===== src/rtl/lane_shift_pkg.sv =====
`timescale 1ns/1ps
package lane_shift_pkg;

    localparam int BYTE_W = 8;
    localparam int LANE_N = 4;
    localparam int CNT_W  = $clog2(BYTE_W) + 1;

    localparam logic [CNT_W-1:0] BYTE_CNT = CNT_W'(BYTE_W);

    localparam logic [BYTE_W-1:0] OP_ENTER_X2  = 8'h3B;
    localparam logic [BYTE_W-1:0] OP_ENTER_X4  = 8'h38;
    localparam logic [BYTE_W-1:0] OP_EXIT_WIDE = 8'hFF;

    typedef enum logic [1:0] {
        BUS_X1 = 2'd0,
        BUS_X2 = 2'd1,
        BUS_X4 = 2'd2
    } bus_mode_e;

    typedef enum logic [1:0] {
        PH_CMD  = 2'd0,
        PH_TURN = 2'd1,
        PH_DATA = 2'd2
    } phase_e;

    // bits moved per serial clock
    function automatic logic [CNT_W-1:0] step_bits(bus_mode_e m);
        case (m)
            BUS_X1:  return CNT_W'(1);
            BUS_X2:  return CNT_W'(2);
            default: return CNT_W'(4);
        endcase
    endfunction

    // lanes owned by the slave while it drives
    function automatic logic [LANE_N-1:0] drive_mask(bus_mode_e m);
        case (m)
            BUS_X1:  return 4'b0010;
            BUS_X2:  return 4'b0011;
            default: return 4'b1111;
        endcase
    endfunction

    // leading bits of a byte placed onto the lanes
    function automatic logic [LANE_N-1:0] head_lanes(bus_mode_e m, logic [BYTE_W-1:0] b);
        case (m)
            BUS_X1:  return {2'b00, b[7], 1'b0};
            BUS_X2:  return {2'b00, b[7:6]};
            default: return b[7:4];
        endcase
    endfunction

    function automatic logic [BYTE_W-1:0] shift_out(bus_mode_e m, logic [BYTE_W-1:0] b);
        case (m)
            BUS_X1:  return {b[6:0], 1'b0};
            BUS_X2:  return {b[5:0], 2'b00};
            default: return {b[3:0], 4'b0000};
        endcase
    endfunction

    function automatic logic [BYTE_W-1:0] shift_in(bus_mode_e m, logic [BYTE_W-1:0] sh,
                                                   logic [LANE_N-1:0] l);
        case (m)
            BUS_X1:  return {sh[6:0], l[0]};
            BUS_X2:  return {sh[5:0], l[1:0]};
            default: return {sh[3:0], l};
        endcase
    endfunction

endpackage


===== src/rtl/lane_deser.sv =====
`timescale 1ns/1ps
module lane_deser
    import lane_shift_pkg::*;
(
    input  logic                clk,
    input  logic                rst,
    input  logic                cs_n,
    input  logic                sck_rise,
    input  logic                enable,
    input  bus_mode_e           mode,
    input  logic [LANE_N-1:0]   lane_in,
    output logic [BYTE_W-1:0]   rx_byte,
    output logic                rx_valid
);

    logic [BYTE_W-1:0] sh_q, sh_nxt;
    logic [CNT_W-1:0]  cnt_q, cnt_nxt;

    always_comb begin
        sh_nxt  = shift_in(mode, sh_q, lane_in);
        cnt_nxt = cnt_q + step_bits(mode);
    end

    always_ff @(posedge clk) begin
        if (rst || cs_n) begin
            sh_q     <= '0;
            cnt_q    <= '0;
            rx_valid <= 1'b0;
            if (rst) rx_byte <= '0;
        end else begin
            rx_valid <= 1'b0;
            if (sck_rise && enable) begin
                if (cnt_nxt == BYTE_CNT) begin
                    cnt_q    <= '0;
                    sh_q     <= '0;
                    rx_byte  <= sh_nxt;
                    rx_valid <= 1'b1;
                end else begin
                    cnt_q <= cnt_nxt;
                    sh_q  <= sh_nxt;
                end
            end
        end
    end

    // completion is a single-cycle pulse
    a_r2_valid_one_cycle: assert property (@(posedge clk) disable iff (rst)
        rx_valid |=> !rx_valid);

    // deselection drops any byte in progress
    a_r9_no_valid_after_deselect: assert property (@(posedge clk) disable iff (rst)
        cs_n |=> !rx_valid);

endmodule


===== src/rtl/bus_mode_ctl.sv =====
`timescale 1ns/1ps
module bus_mode_ctl
    import lane_shift_pkg::*;
(
    input  logic              clk,
    input  logic              rst,
    input  logic              cs_n,
    input  logic              rx_valid,
    input  logic [BYTE_W-1:0] rx_byte,
    output bus_mode_e         mode
);

    bus_mode_e pend_q;
    logic      first_q;

    always_ff @(posedge clk) begin
        if (rst) begin
            mode    <= BUS_X1;
            pend_q  <= BUS_X1;
            first_q <= 1'b1;
        end else if (cs_n) begin
            first_q <= 1'b1;
            mode    <= pend_q;
        end else if (rx_valid) begin
            first_q <= 1'b0;
            if (first_q) begin
                case (rx_byte)
                    OP_ENTER_X2:  pend_q <= BUS_X2;
                    OP_ENTER_X4:  pend_q <= BUS_X4;
                    OP_EXIT_WIDE: pend_q <= BUS_X1;
                    default:      pend_q <= pend_q;
                endcase
            end
        end
    end

    // width only moves across a deselected cycle
    a_r4_mode_held_while_selected: assert property (@(posedge clk) disable iff (rst)
        !$past(cs_n) |-> $stable(mode));

    // only the three defined widths ever appear
    a_r4_mode_legal: assert property (@(posedge clk) disable iff (rst)
        mode != bus_mode_e'(2'd3));

endmodule


===== src/rtl/lane_ser.sv =====
`timescale 1ns/1ps
module lane_ser
    import lane_shift_pkg::*;
(
    input  logic                clk,
    input  logic                rst,
    input  logic                cs_n,
    input  logic                sck_fall,
    input  logic                read_go,
    input  bus_mode_e           mode,
    input  logic [BYTE_W-1:0]   tx_byte,
    output logic                tx_take,
    output logic                in_read,
    output logic [LANE_N-1:0]   lane_out,
    output logic [LANE_N-1:0]   lane_oe
);

    phase_e            phase_q;
    logic [CNT_W-1:0]  cnt_q, cnt_nxt;
    logic [BYTE_W-1:0] sh_q;
    logic              drive_q;

    always_comb begin
        cnt_nxt = cnt_q + step_bits(mode);
        in_read = (phase_q != PH_CMD);
        lane_oe = drive_q ? drive_mask(mode) : '0;
    end

    always_ff @(posedge clk) begin
        if (rst || cs_n) begin
            phase_q  <= PH_CMD;
            cnt_q    <= '0;
            sh_q     <= '0;
            drive_q  <= 1'b0;
            lane_out <= '0;
            tx_take  <= 1'b0;
        end else begin
            tx_take <= 1'b0;
            if (phase_q == PH_CMD) begin
                if (read_go) begin
                    phase_q <= (mode == BUS_X1) ? PH_DATA : PH_TURN;
                    cnt_q   <= '0;
                end
            end else if (sck_fall) begin
                drive_q <= 1'b1;
                if (phase_q == PH_TURN) begin
                    lane_out <= '0;
                    if (cnt_nxt == BYTE_CNT) begin
                        phase_q <= PH_DATA;
                        cnt_q   <= '0;
                    end else begin
                        cnt_q <= cnt_nxt;
                    end
                end else begin
                    if (cnt_q == '0) begin
                        lane_out <= head_lanes(mode, tx_byte);
                        sh_q     <= shift_out(mode, tx_byte);
                        tx_take  <= 1'b1;
                    end else begin
                        lane_out <= head_lanes(mode, sh_q);
                        sh_q     <= shift_out(mode, sh_q);
                    end
                    cnt_q <= (cnt_nxt == BYTE_CNT) ? '0 : cnt_nxt;
                end
            end
        end
    end

    // enables drop one clock after deselection
    a_r9_oe_off_after_deselect: assert property (@(posedge clk) disable iff (rst)
        cs_n |=> (lane_oe == '0));

    // lanes are driven only inside a read
    a_r8_oe_only_in_read: assert property (@(posedge clk) disable iff (rst)
        (lane_oe != '0) |-> in_read);

    // a byte is taken only on a falling strobe
    a_r10_take_on_fall: assert property (@(posedge clk) disable iff (rst)
        tx_take |-> $past(sck_fall));

    // single-lane reads never drive lanes 0, 2 or 3
    a_r7_single_lane_only: assert property (@(posedge clk) disable iff (rst)
        (mode == BUS_X1) |-> ((lane_oe & 4'b1101) == '0));

endmodule


===== src/rtl/lane_shifter.sv =====
`timescale 1ns/1ps
module lane_shifter
    import lane_shift_pkg::*;
(
    input  logic              clk,
    input  logic              rst,
    input  logic              cs_n,
    input  logic              sck_rise,
    input  logic              sck_fall,
    input  logic [3:0]        lane_in,
    output logic [3:0]        lane_out,
    output logic [3:0]        lane_oe,
    output logic [7:0]        rx_byte,
    output logic              rx_valid,
    input  logic              read_go,
    input  logic [7:0]        tx_byte,
    output logic              tx_take,
    output logic [1:0]        bus_mode
);

    bus_mode_e mode;
    logic      in_read;

    lane_deser u_deser (
        .clk      (clk),
        .rst      (rst),
        .cs_n     (cs_n),
        .sck_rise (sck_rise),
        .enable   (!in_read),
        .mode     (mode),
        .lane_in  (lane_in),
        .rx_byte  (rx_byte),
        .rx_valid (rx_valid)
    );

    bus_mode_ctl u_mode (
        .clk      (clk),
        .rst      (rst),
        .cs_n     (cs_n),
        .rx_valid (rx_valid),
        .rx_byte  (rx_byte),
        .mode     (mode)
    );

    lane_ser u_ser (
        .clk      (clk),
        .rst      (rst),
        .cs_n     (cs_n),
        .sck_fall (sck_fall),
        .read_go  (read_go),
        .mode     (mode),
        .tx_byte  (tx_byte),
        .tx_take  (tx_take),
        .in_read  (in_read),
        .lane_out (lane_out),
        .lane_oe  (lane_oe)
    );

    assign bus_mode = mode;

    // reset leaves the bus single-lane and undriven
    a_r1_reset_state: assert property (@(posedge clk)
        $past(rst) |-> (bus_mode == 2'd0 && lane_oe == 4'b0 && !rx_valid));

endmodule


===== config.mk =====
export PLATFORM = sky130hd
export DESIGN_NAME = lane_shifter
export DESIGN_NICKNAME = d
export VERILOG_FILES = /design/src/rtl/lane_shift_pkg.sv /design/src/rtl/lane_deser.sv /design/src/rtl/bus_mode_ctl.sv /design/src/rtl/lane_ser.sv /design/src/rtl/lane_shifter.sv
export SDC_FILE = /design/constraint.sdc
export NUM_CORES = 1
export LEC_CHECK = 0
export BUFFER_PORTS_ARGS = -buffer_cell sky130_fd_sc_hd__buf_2
export CAP_MARGIN = 15
export CORE_MARGIN = 8
export CORE_UTILIZATION = 51
export CTS_CLUSTER_SIZE = 20
export DETAILED_ROUTE_END_ITERATION = 6
export HOLD_SLACK_MARGIN = 0.05
export PLACE_DENSITY = 0.82
export SLEW_MARGIN = 30
export SYNTH_ARGS = -nofsm -noshare
export SYNTH_HDL_FRONTEND = slang
export SYNTH_HIERARCHICAL = 1
export SYNTH_SLANG_ARGS = --single-unit

===== constraint.sdc =====
create_clock -name clk -period 2.5 [get_ports clk]
set_input_delay 0.375 -clock clk [delete_from_list [all_inputs] [get_ports clk]]
set_output_delay 0.375 -clock clk [all_outputs]
set_load 0.01 [all_outputs]

# Word level (Yosys, flattened, before mapping)
# Index checks and enable logic that the tools add are counted.
# classes
addsub,2
n_eq_ne,9
muxes,30
n_bitwise,5
reduce_logical,22
# ops
op,count
case mux 8 bit (2 select lines),3
two-way mux 8 bit,5
two-way mux 4 bit,8
case mux 4 bit (2 select lines),3
"equality test 8 x 6 -> 1 bit, second input constant",2
two-way mux 2 bit,6
nonzero test 2 bit,6
"equality test 4 bit, second input constant",2
"equality test 8 bit, second input constant",1
AND reduction 4 bit,2
two-way mux 7 bit,1
case mux 2 bit (3 select lines),1
case mux 3 bit (2 select lines),1
AND reduction 3 bit,2
inverter 1 bit,5
adder 4 x 3 -> 4 bit,1
adder 4 bit,1
"equality test 2 x 1 -> 1 bit, second input constant",2
logical NOT 2 bit,2
logical NOT 4 bit,1
"inequality test 2 bit, second input constant",2
AND reduction 2 bit,2
OR reduction 2 bit,2
OR reduction 4 bit,1
5 further kinds,6
# totals
ff_bits,45
word_cells,81

# Logic depth before layout (Yosys ltp)
# depth
word_depth,8
mapped_depth,8
depth_no_buf,7

# Modules after synthesis
# The synthesis kept the hierarchy.
# modules_own_cells
mod,instances,cells_per_inst,area_per_inst_um2,seq_area_each_um2
lane_ser,1,142,1224.9,380.4
lane_deser,1,111,1038.5,480.5
bus_mode_ctl,1,29,240.2,100.1
lane_shifter,1,1,3.8,0.0

# Worst setup path before layout
# Ideal clock, no wire load.
# synth_timing
kind,flip-flop to flip-flop
from,register u_mode.mode[0]
to,register u_deser.rx_byte[0] (enable)
setup_ns,0.326
arrival_ns,2.301
path_slack_ns,-0.127
path_stages_with_launch,9
path_buffers,1
cell_sequence,dfxtp_1 -> buf_6 -> nor2_1 -> ha_1 -> ha_1 -> or2_2 -> o211a_1 -> nor4_4 -> a21o_1
# synth_between
elab_chain_cells,6
word_cells_on_any_way,7
# synth_rtl
item,line,source
from (decl),bus_mode_ctl.sv:10,output bus_mode_e mode
from (signal assigned),bus_mode_ctl.sv:23,mode <= pend_q;
equality test 2 x 1 -> 1 bit or logical NOT 2 bit (tied branches),lane_shift_pkg.sv:28,case (m)
case mux 3 bit (2 select lines) (*),lane_shift_pkg.sv:28,
adder 4 bit (*),lane_deser.sv:21,cnt_nxt = cnt_q + step_bits(mode);
equality test 4 bit (*),lane_deser.sv:33,if (cnt_nxt == BYTE_CNT) begin
nonzero test 2 bit (no source line) (*),n/a,
AND reduction 3 bit (no source line) (*),n/a,
to (signal assigned),lane_deser.sv:36,rx_byte <= sh_nxt;
to (decl),lane_deser.sv:12,"output logic [BYTE_W-1:0] rx_byte,"
# Every way passes the cells marked *; elsewhere a longest branch is shown, timed or not.
# A chain may end at the register's enable or synchronous reset.

# Worst setup path after layout
# layout_timing
from,register u_mode.mode[0]
to,register u_deser.rx_byte[2] (enable)
# The elaborated chain is that of the path after synthesis.

==> impl_results.md <==
* Status: finished, final reports clean
* Least-Margin Pin Slew at 0.6940 ns
* Clock Sinks at 44
* Fin Hold WS at 0.3376 ns
* Post-synth top area share at 28.74%
* Post-route DRC at 0
* RR Startpoint: u_mode/mode[0]
* P per Cell Area at 489.7 nW/um^2
* H-tree levels at 2
* CTS Buf Count at 5
* Hold path start: lane_in[0]
* Post-CTS Hold Fix Bufs at 0
* Syn avg cell area at 8.860 sq um
* CTS tree: built
* Resized Gates After CTS at 0
* RR Endpoint: u_deser/rx_byte[2]
* Largest net degree at the start of global routing at 37
* Ys async rst share at 0%
* IO buf count at 37
* Worst Setup Start Kind: register
* Tot Pwr at 1401 uW
* ANT nets after route at 0
* Netlist cell types at 61
* Register bit total from synthesis at 44
* Post-synth EDFFs at 8
* Global-route wire length before repair at 9756 um
* Crit end category: register
* R2R depth at 7
* Worst Hold End: u_deser/sh_q[0]
* # nets final at 343
* Synthesis-to-finish area growth at 14.07%
* Synth Warn # at 6
* Most common cell after layout, fill and taps aside: nand2_1
* Pre-Repair DR Iteration Count at 5
* Worst hold path cell count at 3
* Seq/Total Area, Yosys at 38.32%
* Period utilization at 90.62%
* Syn Inst Count at 283
* Most frequent cells in the layout: 42 x nand2_1, 37 x buf_2, 34 x dfxtp_1
* VDD IR max at 0.3201 mV
* Min cycle time layout at 2.266 ns
* RSZ-0062 raised after global routing: false
* Initial DRC Count at 166
* Clk pin slew, worst setup/hold paths at 0.09 ns
* Post-CTS setup buffer count at 0
* Clock root cell: clkbuf_8
* Area of the core at 4723 sq um
* Arrival @ worst endpoint at 2.25 ns
* Initial core utilization at 53.09%
* Max Cap Viol at 0
* Flop-to-flop setup slack at 0.23 ns
* Final Max Tran Viols at 0
* Diode count at 0
* Vias in the first global route at 2119
* CTS max path bufs at 2
* Routability Congestion at 0.8303
* Hpwl dp at 4372 um
* Top cell type by total area after synthesis: dfxtp_1
* Gr ovfl total at 0
* Fillers at 408
* GRT Util Overall at 16.13%
* Required @ worst endpoint at 2.48 ns
* Initial antenna violation count at 0
* Synth area leaders: dfxtp_1 29%, edfxtp_1 9.6%, mux2i_1 7.6%
* Setup TNS at 0 ns
* Avg WL per Cell at 15.17 um
* Chip height at 86.12 um
* Final Skew at 0.003235 ns
* FMAX at 0.4414 GHz
* Hold crit path type: in -> reg
* Via count at 2207
* # setup viols final at 0
* FP Rows at 25
* Worst skew pair latency at 0.30 ns
* Die ar. at 7416 sq um
* Via density at 5.718
* Kind of critical path: reg -> reg
* Post-Route WL at 5855 um
* Leakage at 0.001139 uW
* Mapped cell area at 2507 sq um
* Die width at 86.12 um
* Share of layout cells above drive strength 1 at 21.63%
* Final Hold Fails at 0
* Main synth FF type: dfxtp_1
* Crit Path Max Fanout at 10
* Mapped Nets at 308
* Max transition margin at 53.56%
* I/O pins at 38
==> critical path, cell delays in order (launching register included) <==
cell     delay [ns]
dfxtp_2        0.42
nor2_1         0.09
ha_1           0.21
ha_1           0.20
or2_2          0.27
o211a_1        0.27
nor4_4         0.16
a21o_1         0.32
==> layout make-up <==
type	count	area [sq um]	area share [%]
clock buffers	5	68.82	2.406
clock inverters	3	46.29	1.619
inverters	4	15.01	0.5249
repair buffers	43	230.2	8.049
flip-flops and latches	44	963.4	33.68
multi-input cells	220	1453	50.79
well taps	67	83.83	2.931
==> power breakdown <==
part | switching, uW | internal (uW) | leakage [uW]
Combinational | 60.6 | 40.7 | 0.000711
Sequential | 9.28 | 730 | 0.000373
Clock | 259 | 301 | 0.0000548
Total | 329 | 1070 | 0.00114
==> metal layers <==
layer / vias to the layer above / share of wire, % / GRT usage (%)
met3: 10 / 6.2 / 4.394
met1: 1032 / 43 / 18.47
met5: - / 0 / 0
met2: 69 / 49 / 27.43
li1: 1096 / - / -
met4: 0 / 2.1 / 6.847
==> registers in the layout (all words and copies together) (netlist names) <==
signal and flops:
u_ser/drive_q 1, u_ser/sh_q 7, u_deser/rx_valid 1, u_deser/cnt_q 4, u_ser/tx_take 1, u_mode/pend_q 2
u_ser/phase_q 2, u_ser/lane_out 4, u_deser/rx_byte 8, u_mode/first_q 1, u_ser/cnt_q 4, u_deser/sh_q 7
u_mode/mode 2
==> synthesized netlist by cell type, types with 2 or more instances <==
library cell / instances
nand2_1: 42
dfxtp_1: 36
nor2_1: 24
o21ai_0: 22
a21oi_1: 19
mux2i_1: 19
and2_1: 9
nand3_1: 9
clkbuf_1: 8
edfxtp_1: 8
ha_1: 6
or2_2: 5
inv_1: 4
nor3_1: 4
and3_1: 3
buf_2: 3
buf_4: 3
nor2b_1: 3
a211oi_1: 2
a21o_1: 2
a31oi_1: 2
a32oi_1: 2
mux2_4: 2
nand2b_1: 2
nand3b_1: 2
nand4_1: 2
nor3b_1: 2
nor4_4: 2
o2111ai_1: 2
o41ai_1: 2
xnor2_1: 2
==> worst max path at each step <==
stage / from / endpoint / slack [ns]
2_1_floorplan: u_mode/mode[0] / u_deser/rx_byte[0] / 0.07
3_5_place_dp: u_mode/mode[1] / u_deser/rx_byte[3] / 0.25
4_1_cts: u_mode/mode[0] / u_deser/rx_byte[2] / 0.23
3_3_place_gp: u_mode/mode[0] / u_deser/rx_byte[2] / 0.28
6_report: u_mode/mode[0] / u_deser/rx_byte[2] / 0.23
5_1_grt: u_mode/mode[1] / u_deser/rx_byte[2] / 0.05
==> metrics by stage <==
| step | std cells | setup slack (ns) | area, sq um | utilization, % |
|---|---|---|---|---|
| floorplan | 283 | 0.06964 | 2510 | - |
| global placement | 378 | 0.2846 | 2745 | 58.12 |
| detailed placement | 378 | 0.2512 | 2745 | 58.12 |
| CTS | 386 | 0.2307 | 2860 | 60.56 |
| global route | 386 | 0.05455 | 2860 | 60.56 |
| finish | 386 | 0.2345 | 2860 | 60.56 |
==> cells by family after synthesis <==
kind of cell,after synthesis,share of synthesized area (%)
multiplexers,24,11.18
adder cells (fa/ha/maj),7,3.792
AND/OR/NAND/NOR,119,24.85
XOR/XNOR,2,0.6987
AO/OA/AOI/OAI,68,17.42
buffers and inverters,19,3.742
flip-flops,44,38.32
(Power assumes the default switching activity.)
